[config.mk]
export PLATFORM = sky130hd
export DESIGN_NAME = cursor_arm_regs
export DESIGN_NICKNAME = d
export VERILOG_FILES = /design/src/rtl/cursor_arm_pkg.sv /design/src/rtl/cursor_arm_bank.sv /design/src/rtl/cursor_geom_decode.sv /design/src/rtl/cursor_arm_regs.sv
export SDC_FILE = /design/constraint.sdc
export NUM_CORES = 1
export LEC_CHECK = 0
export BUFFER_PORTS_ARGS = -buffer_cell sky130_fd_sc_hd__buf_2
export CORE_MARGIN = 2
export CORE_UTILIZATION = 55
export DETAILED_ROUTE_END_ITERATION = 10
export PLACE_DENSITY = 0.87
export SLEW_MARGIN = 30
export SYNTH_ARGS = -nofsm -noshare
export SYNTH_HDL_FRONTEND = slang
export SYNTH_SLANG_ARGS = --single-unit
[constraint.sdc]
create_clock -name clk -period 4 [get_ports clk]
set_clock_uncertainty 0.05 [all_clocks]
set_input_delay 0.2 -clock clk [delete_from_list [all_inputs] [get_ports clk]]
set_output_delay 0.2 -clock clk [all_outputs]
set_load 0.05 [all_outputs]
[src/rtl/cursor_arm_pkg.sv]
package cursor_arm_pkg;
    localparam int REG_W      = 32;
    localparam int NUM_REGS   = 4;
    localparam int ADDR_W     = $clog2(NUM_REGS);
    localparam int SIZE_W     = 9;
    localparam int PH_FIELD_W = 8;
    localparam int PH_MIN     = 8;

    localparam logic [ADDR_W-1:0] A_CTL  = 2'd0;
    localparam logic [ADDR_W-1:0] A_POS  = 2'd1;
    localparam logic [ADDR_W-1:0] A_BASE = 2'd2;
    localparam logic [ADDR_W-1:0] A_PH   = 2'd3;

    localparam int CTL_ROT_BIT   = 4;
    localparam int CTL_GAMMA_BIT = 8;
    localparam int CTL_CSC_BIT   = 9;
    localparam int POS_X_SIGN    = 15;
    localparam int POS_Y_LSB     = 16;
    localparam int POS_Y_SIGN    = 31;
    localparam int PH_EN_BIT     = 31;

    typedef logic [NUM_REGS-1:0][REG_W-1:0] reg_set_t;
endpackage

[src/rtl/cursor_arm_bank.sv]
module cursor_arm_bank
    import cursor_arm_pkg::*;
(
    input  logic              clk,
    input  logic              rst_n,
    input  logic              wr_en,
    input  logic [ADDR_W-1:0] addr,
    input  logic [REG_W-1:0]  wr_data,
    input  logic              vblank,
    output reg_set_t          pend_o,
    output reg_set_t          act_o,
    output logic              arm_o
);
    typedef struct packed {
        reg_set_t pend;
        reg_set_t act;
        logic     arm;
    } bank_t;

    bank_t state_d, state_q;
    logic [NUM_REGS-1:0] sel;

    genvar gi;
    generate
        for (gi = 0; gi < NUM_REGS; gi++) begin : g_sel
            assign sel[gi] = wr_en && (addr == ADDR_W'(gi));
        end
    endgenerate

    logic act_off, wr_turns_on;
    assign act_off     = (state_q.act[A_CTL][1:0] == 2'd0);
    assign wr_turns_on = act_off && (wr_data[1:0] != 2'd0);

    always_comb begin
        state_d = state_q;
        if (vblank && state_q.arm) begin
            state_d.act = state_q.pend;
            state_d.arm = 1'b0;
        end
        for (int i = 0; i < NUM_REGS; i++) begin
            if (sel[i]) state_d.pend[i] = wr_data;
        end
        if (wr_en) begin
            if (addr == A_BASE)                     state_d.arm = 1'b1;
            else if (addr == A_CTL && wr_turns_on)  state_d.arm = 1'b1;
            else                                    state_d.arm = 1'b0;
        end
    end

    always_ff @(posedge clk or negedge rst_n) begin
        if (!rst_n) state_q <= '0;
        else        state_q <= state_d;
    end

    assign pend_o = state_q.pend;
    assign act_o  = state_q.act;
    assign arm_o  = state_q.arm;
endmodule

[src/rtl/cursor_geom_decode.sv]
module cursor_geom_decode
    import cursor_arm_pkg::*;
#(
    parameter int POS_MAG_W = 12
) (
    input  logic [REG_W-1:0]        ctl,
    input  logic [REG_W-1:0]        pos,
    input  logic [REG_W-1:0]        ph,
    output logic                    en,
    output logic [SIZE_W-1:0]       width,
    output logic [SIZE_W-1:0]       height,
    output logic                    rot,
    output logic                    gamma,
    output logic                    csc,
    output logic signed [POS_MAG_W:0] x,
    output logic signed [POS_MAG_W:0] y,
    output logic                    ph_bad
);
    localparam logic [SIZE_W-1:0] UNIT = SIZE_W'(32);

    logic [1:0]           mode;
    logic [SIZE_W-1:0]    ph_h;
    logic                 use_ph;
    logic [POS_MAG_W-1:0] xm, ym;
    logic                 unused_bits;

    assign mode  = ctl[1:0];
    assign en    = (mode != 2'd0);
    assign rot   = ctl[CTL_ROT_BIT];
    assign gamma = ctl[CTL_GAMMA_BIT];
    assign csc   = ctl[CTL_CSC_BIT];

    always_comb begin
        width = '0;
        if (en) width = UNIT << mode;
    end

    assign ph_h   = SIZE_W'(ph[PH_FIELD_W-1:0]) + SIZE_W'(1);
    assign use_ph = en && ph[PH_EN_BIT] && !rot;
    assign ph_bad = use_ph && ((ph_h < SIZE_W'(PH_MIN)) || (ph_h > width));

    always_comb begin
        if (!en)                   height = '0;
        else if (use_ph && !ph_bad) height = ph_h;
        else                       height = width;
    end

    assign xm = pos[POS_MAG_W-1:0];
    assign ym = pos[POS_Y_LSB +: POS_MAG_W];
    assign x  = pos[POS_X_SIGN] ? -$signed({1'b0, xm}) : $signed({1'b0, xm});
    assign y  = pos[POS_Y_SIGN] ? -$signed({1'b0, ym}) : $signed({1'b0, ym});

    assign unused_bits = ^{ctl, pos, ph};
endmodule

[src/rtl/cursor_arm_regs.sv]
module cursor_arm_regs
    import cursor_arm_pkg::*;
#(
    parameter int POS_MAG_W = 12
) (
    input  logic                      clk,
    input  logic                      rst_n,
    input  logic                      wr_en,
    input  logic [1:0]                bus_addr,
    input  logic [31:0]               wr_data,
    output logic [31:0]               rd_data,
    input  logic                      vblank,
    output logic                      cur_en,
    output logic [8:0]                cur_width,
    output logic [8:0]                cur_height,
    output logic                      cur_rot,
    output logic                      cur_gamma,
    output logic                      cur_csc,
    output logic signed [POS_MAG_W:0] cur_x,
    output logic signed [POS_MAG_W:0] cur_y,
    output logic [31:0]               cur_base,
    output logic                      arm_pending,
    output logic                      ph_err
);
    typedef struct packed {
        logic err;
    } flag_t;

    reg_set_t pend, act;
    logic     ph_bad;
    flag_t    flag_d, flag_q;

    cursor_arm_bank u_bank (
        .clk     (clk),
        .rst_n   (rst_n),
        .wr_en   (wr_en),
        .addr    (bus_addr),
        .wr_data (wr_data),
        .vblank  (vblank),
        .pend_o  (pend),
        .act_o   (act),
        .arm_o   (arm_pending)
    );

    cursor_geom_decode #(.POS_MAG_W(POS_MAG_W)) u_dec (
        .ctl    (act[A_CTL]),
        .pos    (act[A_POS]),
        .ph     (act[A_PH]),
        .en     (cur_en),
        .width  (cur_width),
        .height (cur_height),
        .rot    (cur_rot),
        .gamma  (cur_gamma),
        .csc    (cur_csc),
        .x      (cur_x),
        .y      (cur_y),
        .ph_bad (ph_bad)
    );

    always_comb begin
        flag_d     = flag_q;
        flag_d.err = flag_q.err | ph_bad;
    end

    always_ff @(posedge clk or negedge rst_n) begin
        if (!rst_n) flag_q <= '0;
        else        flag_q <= flag_d;
    end

    assign ph_err   = flag_q.err;
    assign rd_data  = pend[bus_addr];
    assign cur_base = act[A_BASE];
endmodule

-- Yosys cells after proc, flatten, opt, wreduce, memory -nomap -nowiden
Index checks and enable logic that the tools add are counted.
- logic and storage cells: 51
- output and inout port bits: 114
- register bits after elaboration: 236
- input port bits: 38
- add/subtract/negate cells: 3
- magnitude comparators: 3
- muxes and demuxes: 11
- equal/unequal tests: 3
- bitwise gates (word level): 1
- shifts and indexed selects: 1
- reduce and logical (&&, ||, !) cells: 19
- operators with widths (operator ; count):
    $bmux 32 s2 ; 1
    $mux 32 ; 1
    $mux 9 ; 3
    $mux 13 ; 2
    $neg 12->13 ; 2
    $logic_and 1x1->1 ; 11
    $add 8x1->9 const B ; 1
    $gt 9x9->1 ; 1
    $lt 9x4->1 const B ; 1
    $shl 6x2->9 const A ; 1
    $reduce_bool 2->1 ; 3
    $eq 2x2->1 const B ; 2
    $logic_not 2->1 ; 2
    $mux 1 ; 4
    $lt 2x3->1 const B ; 1
    $eq 2x1->1 const B ; 1
    $logic_not 1->1 ; 2
    $logic_or 1x1->1 ; 1
    $or 1x1->1 ; 1

-- Logic depth before layout (Yosys ltp)
- depth after elaboration: 9
- gate-level depth with buffers: 12
- depth with buffers taken out: 11

-- Modules after synthesis
A second synthesis with hierarchy kept.
- cell total of the unflattened synthesis: 735
- area total of the unflattened synthesis: 11364.6 um^2
- by module, submodules not included (module ; seq. area each (um^2) ; instances ; area an instance (um^2) ; cells an instance):
    cursor_arm_bank ; 6431.2 ; 1 ; 9514.1 ; 551
    cursor_geom_decode ; 0.0 ; 1 ; 1004.7 ; 143
    cursor_arm_regs ; 25.0 ; 1 ; 845.8 ; 41

-- Worst setup path before layout
Ideal clock, no wire load.
- kind: flip-flop to output port
- start: register u_bank.state_q (netlist bit u_bank.act_o[96])
- end: output port cur_height[0]
- cell stages (with the launch flop): 11
- data arrival time: 3.094 ns
- setup slack: 0.656 ns
- buffers on the path: 0
- path through: dfrtp_1 ha_1 nand2_1 nor2_1 and3_1 ha_1 and4_1 nand2_1 nor4_1 o21ai_1 nor3_1
- word-level cells in the longest chain between the ends: 8
- elaborated cells between the ends (all ways): 9
- classes of those cells: 1 x add/sub; 2 x order compare; 2 x mux; 4 x reduce/logical
- ends and longest elaborated chain (what ; RTL line ; text):
    start, declared ; cursor_arm_bank.sv:20 ; bank_t state_d, state_q;
    start signal, assigned ; cursor_arm_bank.sv:52 ; else state_q <= state_d;
    $add 8x1->9 (*) ; cursor_geom_decode.sv:38 ; assign ph_h = SIZE_W'(ph[PH_FIELD_W-1:0]) + SIZE_W'(1);
    $lt 9x4->1 or $gt 9x9->1 (tied branches) ; cursor_geom_decode.sv:40 ; assign ph_bad = use_ph && ((ph_h < SIZE_W'(PH_MIN)) || (ph_h > width));
    $logic_or 1x1->1 ; cursor_geom_decode.sv:40 ;
    $logic_and 1x1->1 ; cursor_geom_decode.sv:40 ;
    $logic_not 1->1 ; cursor_geom_decode.sv:44 ; else if (use_ph && !ph_bad) height = ph_h;
    $logic_and 1x1->1 ; cursor_geom_decode.sv:44 ;
    $mux 9 (*) ; cursor_geom_decode.sv:44 ;
    $mux 9 (*) ; cursor_geom_decode.sv:43 ; if (!en) height = '0;
    end, declared ; cursor_arm_regs.sv:15 ; output logic [8:0] cur_height,
Mark *: on every way between the ends. The rest lies on a longest branch, timed or not.

-- Final worst setup path
- start: register u_bank.state_q (netlist bit u_bank.act_o[96])
- end: output port cur_height[6]
The elaborated chain is that of the path after synthesis.

==> results by group <==
Floorplanning
  – IO Pins: 152
  – Die Y: 134.7 microns
  – Initial core utilization: 56.42%
  – Rows: 47
  – Die W: 134.7 microns
  – DIE AREA: 0.01813 sq mm
  – Core box area: 0.01664 sq mm

Clock tree
  – Worst-path clk slew: 0.06 ns
  – Num CTS Buffers: 22
  – Post-CTS setup buffer count: 0
  – H-tree depth: 1
  – Clk root buf: clkbuf_16
  – Clk buf depth: 3
  – CTS tree: done
  – Clk_lat worst skew: 0.49 ns
  – CTS Sinks: 202

Setup path
  – CP peak stage delay: 0.48 ns
  – Crit path max fanout: 7
  – Worst Setup End Kind: primary output
  – Critical Path RT: 3.75 ns
  – CP Launch Type: register
  – WP data arrival: 3.52 ns
  – Worst path cell trace: ha_1 -> nand2_1 -> nor2_2 -> and3_1 -> ha_1 -> and4_1 -> nand2_1 -> nor4_2 -> o21ai_1 -> nand2b_4 -> mux2_2 -> buf_2
  – Critical path class: reg2out
  – Slowest cell on crit path: dfrtp_1

Cells and area
  – Number of diodes: 0
  – Final Cell Area: 0.01125 sq mm
  – Share of layout cells above drive strength 1: 53.78%
  – P&R area growth vs syn: 19.86%
  – Seq. cell area: 0.005055 sq mm
  – Final Non-Filler Cells: 1027
  – FILL cells: 1159
  – Area of the multi-input gates: 0.003926 sq mm
  – Nets: 836

Drt
  – Drt via density: 5.685
  – # DRC: 0
  – Via count: 5838
  – DR pass1 iterations: 5
  – Drt wl/cell: 20.24 microns
  – Routed Antenna Nets: 0
  – 1st-iter DRT viols: 235
  – Final WL: 20790 microns

Placed design
  – Placed instance area: 0.01008 sq mm
  – Placer congestion estimate: 0.9500
  – I/O Buffers: 145
  – Setup WS pre-CTS: 0.7636 ns
  – Placed insts: 953
  – Dpl hpwl: 13450 microns

Synth
  – Synth cell types: 44
  – Post-Syn Area: 0.009389 sq mm
  – EDFF count, synth: 0
  – Cells after synthesis: 646
  – Top post-synthesis cells by area: dfrtp_1, mux2_2, mux4_2
  – Post-synth top flop: dfrtp_1
  – Yosys warnings: 0
  – Yosys reg bits: 202
  – Top-area cell type share of the netlist area: 53.84%
  – Sequential area share after synthesis: 53.84%
  – Avg Cell Area, Syn: 14.53 sq um
  – Yosys top cell by area: dfrtp_1
  – Asr flop ratio synth: 100.0%

Global route
  – All-Layer GR Usage: 23.38%
  – Initial antenna violation count: 0
  – First-pass GRT wire length: 33240 microns
  – Vias in the first global route: 6287
  – Pin count of the biggest net entering global routing: 117
  – Gr ovfl total: 0

Timing
  – Setup TNS: 0 ns
  – Tightest Pin Transition: 0.8667 ns
  – Final setup vio count: 0
  – Worst setup margin: 0.2252 ns
  – Maximum clock frequency: 264.9 MHz
  – Relative slew margins: 42.22%
  – Max-slew violations: 0
  – Tmin final: 3.775 ns
  – Final Hold Vio Count: 0
  – Final worst path period share: 94.37%
  – Unrepaired setup endpoints after global routing: no

Pwr
  – Maximum VDD drop: 0.0008008 V
  – PD cells: 845.0 mW/mm^2
  – P_leak: 5.032 nW
  – Total power: 0.009509 W

Job
  – Maxcap violations: 0

Status
  – Status: complete, no violations

Min path
  – Tightest Hold Check Type: in2reg
## synthesized netlist by cell type, types with 2 or more instances
library cell,number
buf_1,2
nand2_1,18
buf_2,6
dfrtp_1,202
mux4_2,32
ha_1,7
or3_1,4
o31ai_1,5
xor2_1,3
and3_1,2
buf_4,40
o21ai_0,12
nor3b_1,2
nor3_1,4
nand3_1,7
nor2_1,11
inv_1,12
a21oi_1,3
clkbuf_1,20
nand2b_1,7
mux2_2,202
xnor2_1,23
## path summary, 6_finish.rpt
kind / start / endpoint / slack, ns / depth (start not counted)
setup / recovery: u_bank.act_o[96] / cur_height[6] / 0.23 / 12
hold / removal: vblank / u_bank.arm_o / 0.06 / 3
setup reg to reg: u_bank.act_o[96] / ph_err / 1.37 / 10
hold reg to reg: ph_err / ph_err / 0.41 / 1
max in group asynchronous: rst_n / u_bank.act_o[76] / 2.57 / 3
min in group asynchronous: rst_n / u_bank.pend_o[71] / 0.31 / 2
## per-stage QoR
step	hold WS [ns]	util, %
floorplan	-0.1456	-
global placement	0.3296	60.54
detailed placement	0.3428	60.60
CTS	0.03804	67.51
global route	0.05702	67.62
finish	0.05610	67.62
## layer usage
metal	vias up	track usage [%]	routed length, microns
li1	2586	-	-
met1	3027	29.64	8459
met2	190	40.98	10820
met3	35	4.429	1066
met4	0	7.135	443
met5	-	0	0
## power breakdown
| part | internal (W) | leakage (nW) | switching, W | total [W] |
|---|---|---|---|---|
| registers | 0.00263 | 2.40 | 0.000521 | 0.00315 |
| logic | 0.00128 | 2.23 | 0.00287 | 0.00415 |
| clock network | 0.00141 | 0.405 | 0.000787 | 0.00220 |
## state kept, by name, summed over array words and instances, names as in the netlist
register,count
u_bank.pend_o,128
u_bank.arm_o,1
ph_err,1
u_bank.act_o,72
## critical path: cells and delay by family (launching register included)
family,cells,cell delay [ns]
mux,1,0.35
buf+inv,1,0.21
simple gates,7,1.13
flops,1,0.48
fa+ha+maj,2,0.55
compound gates,1,0.31
## cell type report
cell class / instances / share of cell area [%]
Clock inverter: 9 / 1.290
Timing Repair Buffer: 186 / 10.14
Inverter: 12 / 0.4003
Sequential cell: 202 / 44.92
Multi-Input combinational cell: 367 / 34.89
Clock buffer: 31 / 5.915
Tap cell: 220 / 2.446
## cell families after synthesis
logic type | share of synthesized area, %
compound gates | 2.186
other cells | 0.03994
flops | 53.84
mux | 32.01
buf+inv | 5.051
xor+xnor | 2.425
fa+ha+maj | 0.9328
simple gates | 3.518
## cell usage in the layout (no fill, tap or decap), drive strengths merged, types with 5 or more instances in the layout
cell type / n
mux2: 202
ha: 7
mux4: 32
nor2: 11
dfrtp: 202
o21ai: 13
nand2b: 8
buf: 152
conb: 6
nand3: 7
dlygate4sd3: 34
clkbuf: 31
inv: 12
nand2: 18
xnor2: 23
clkinv: 5
or3: 5
o31ai: 6
## repair_timing
action                                  in CTS  in global routing
hold buffers                                34                  0
endpoints found under the hold margin      244                  0
gates resized for setup                      0                  2
endpoints found under the setup margin       0                  3
Note: power is estimated with default switching activity, not from simulation.
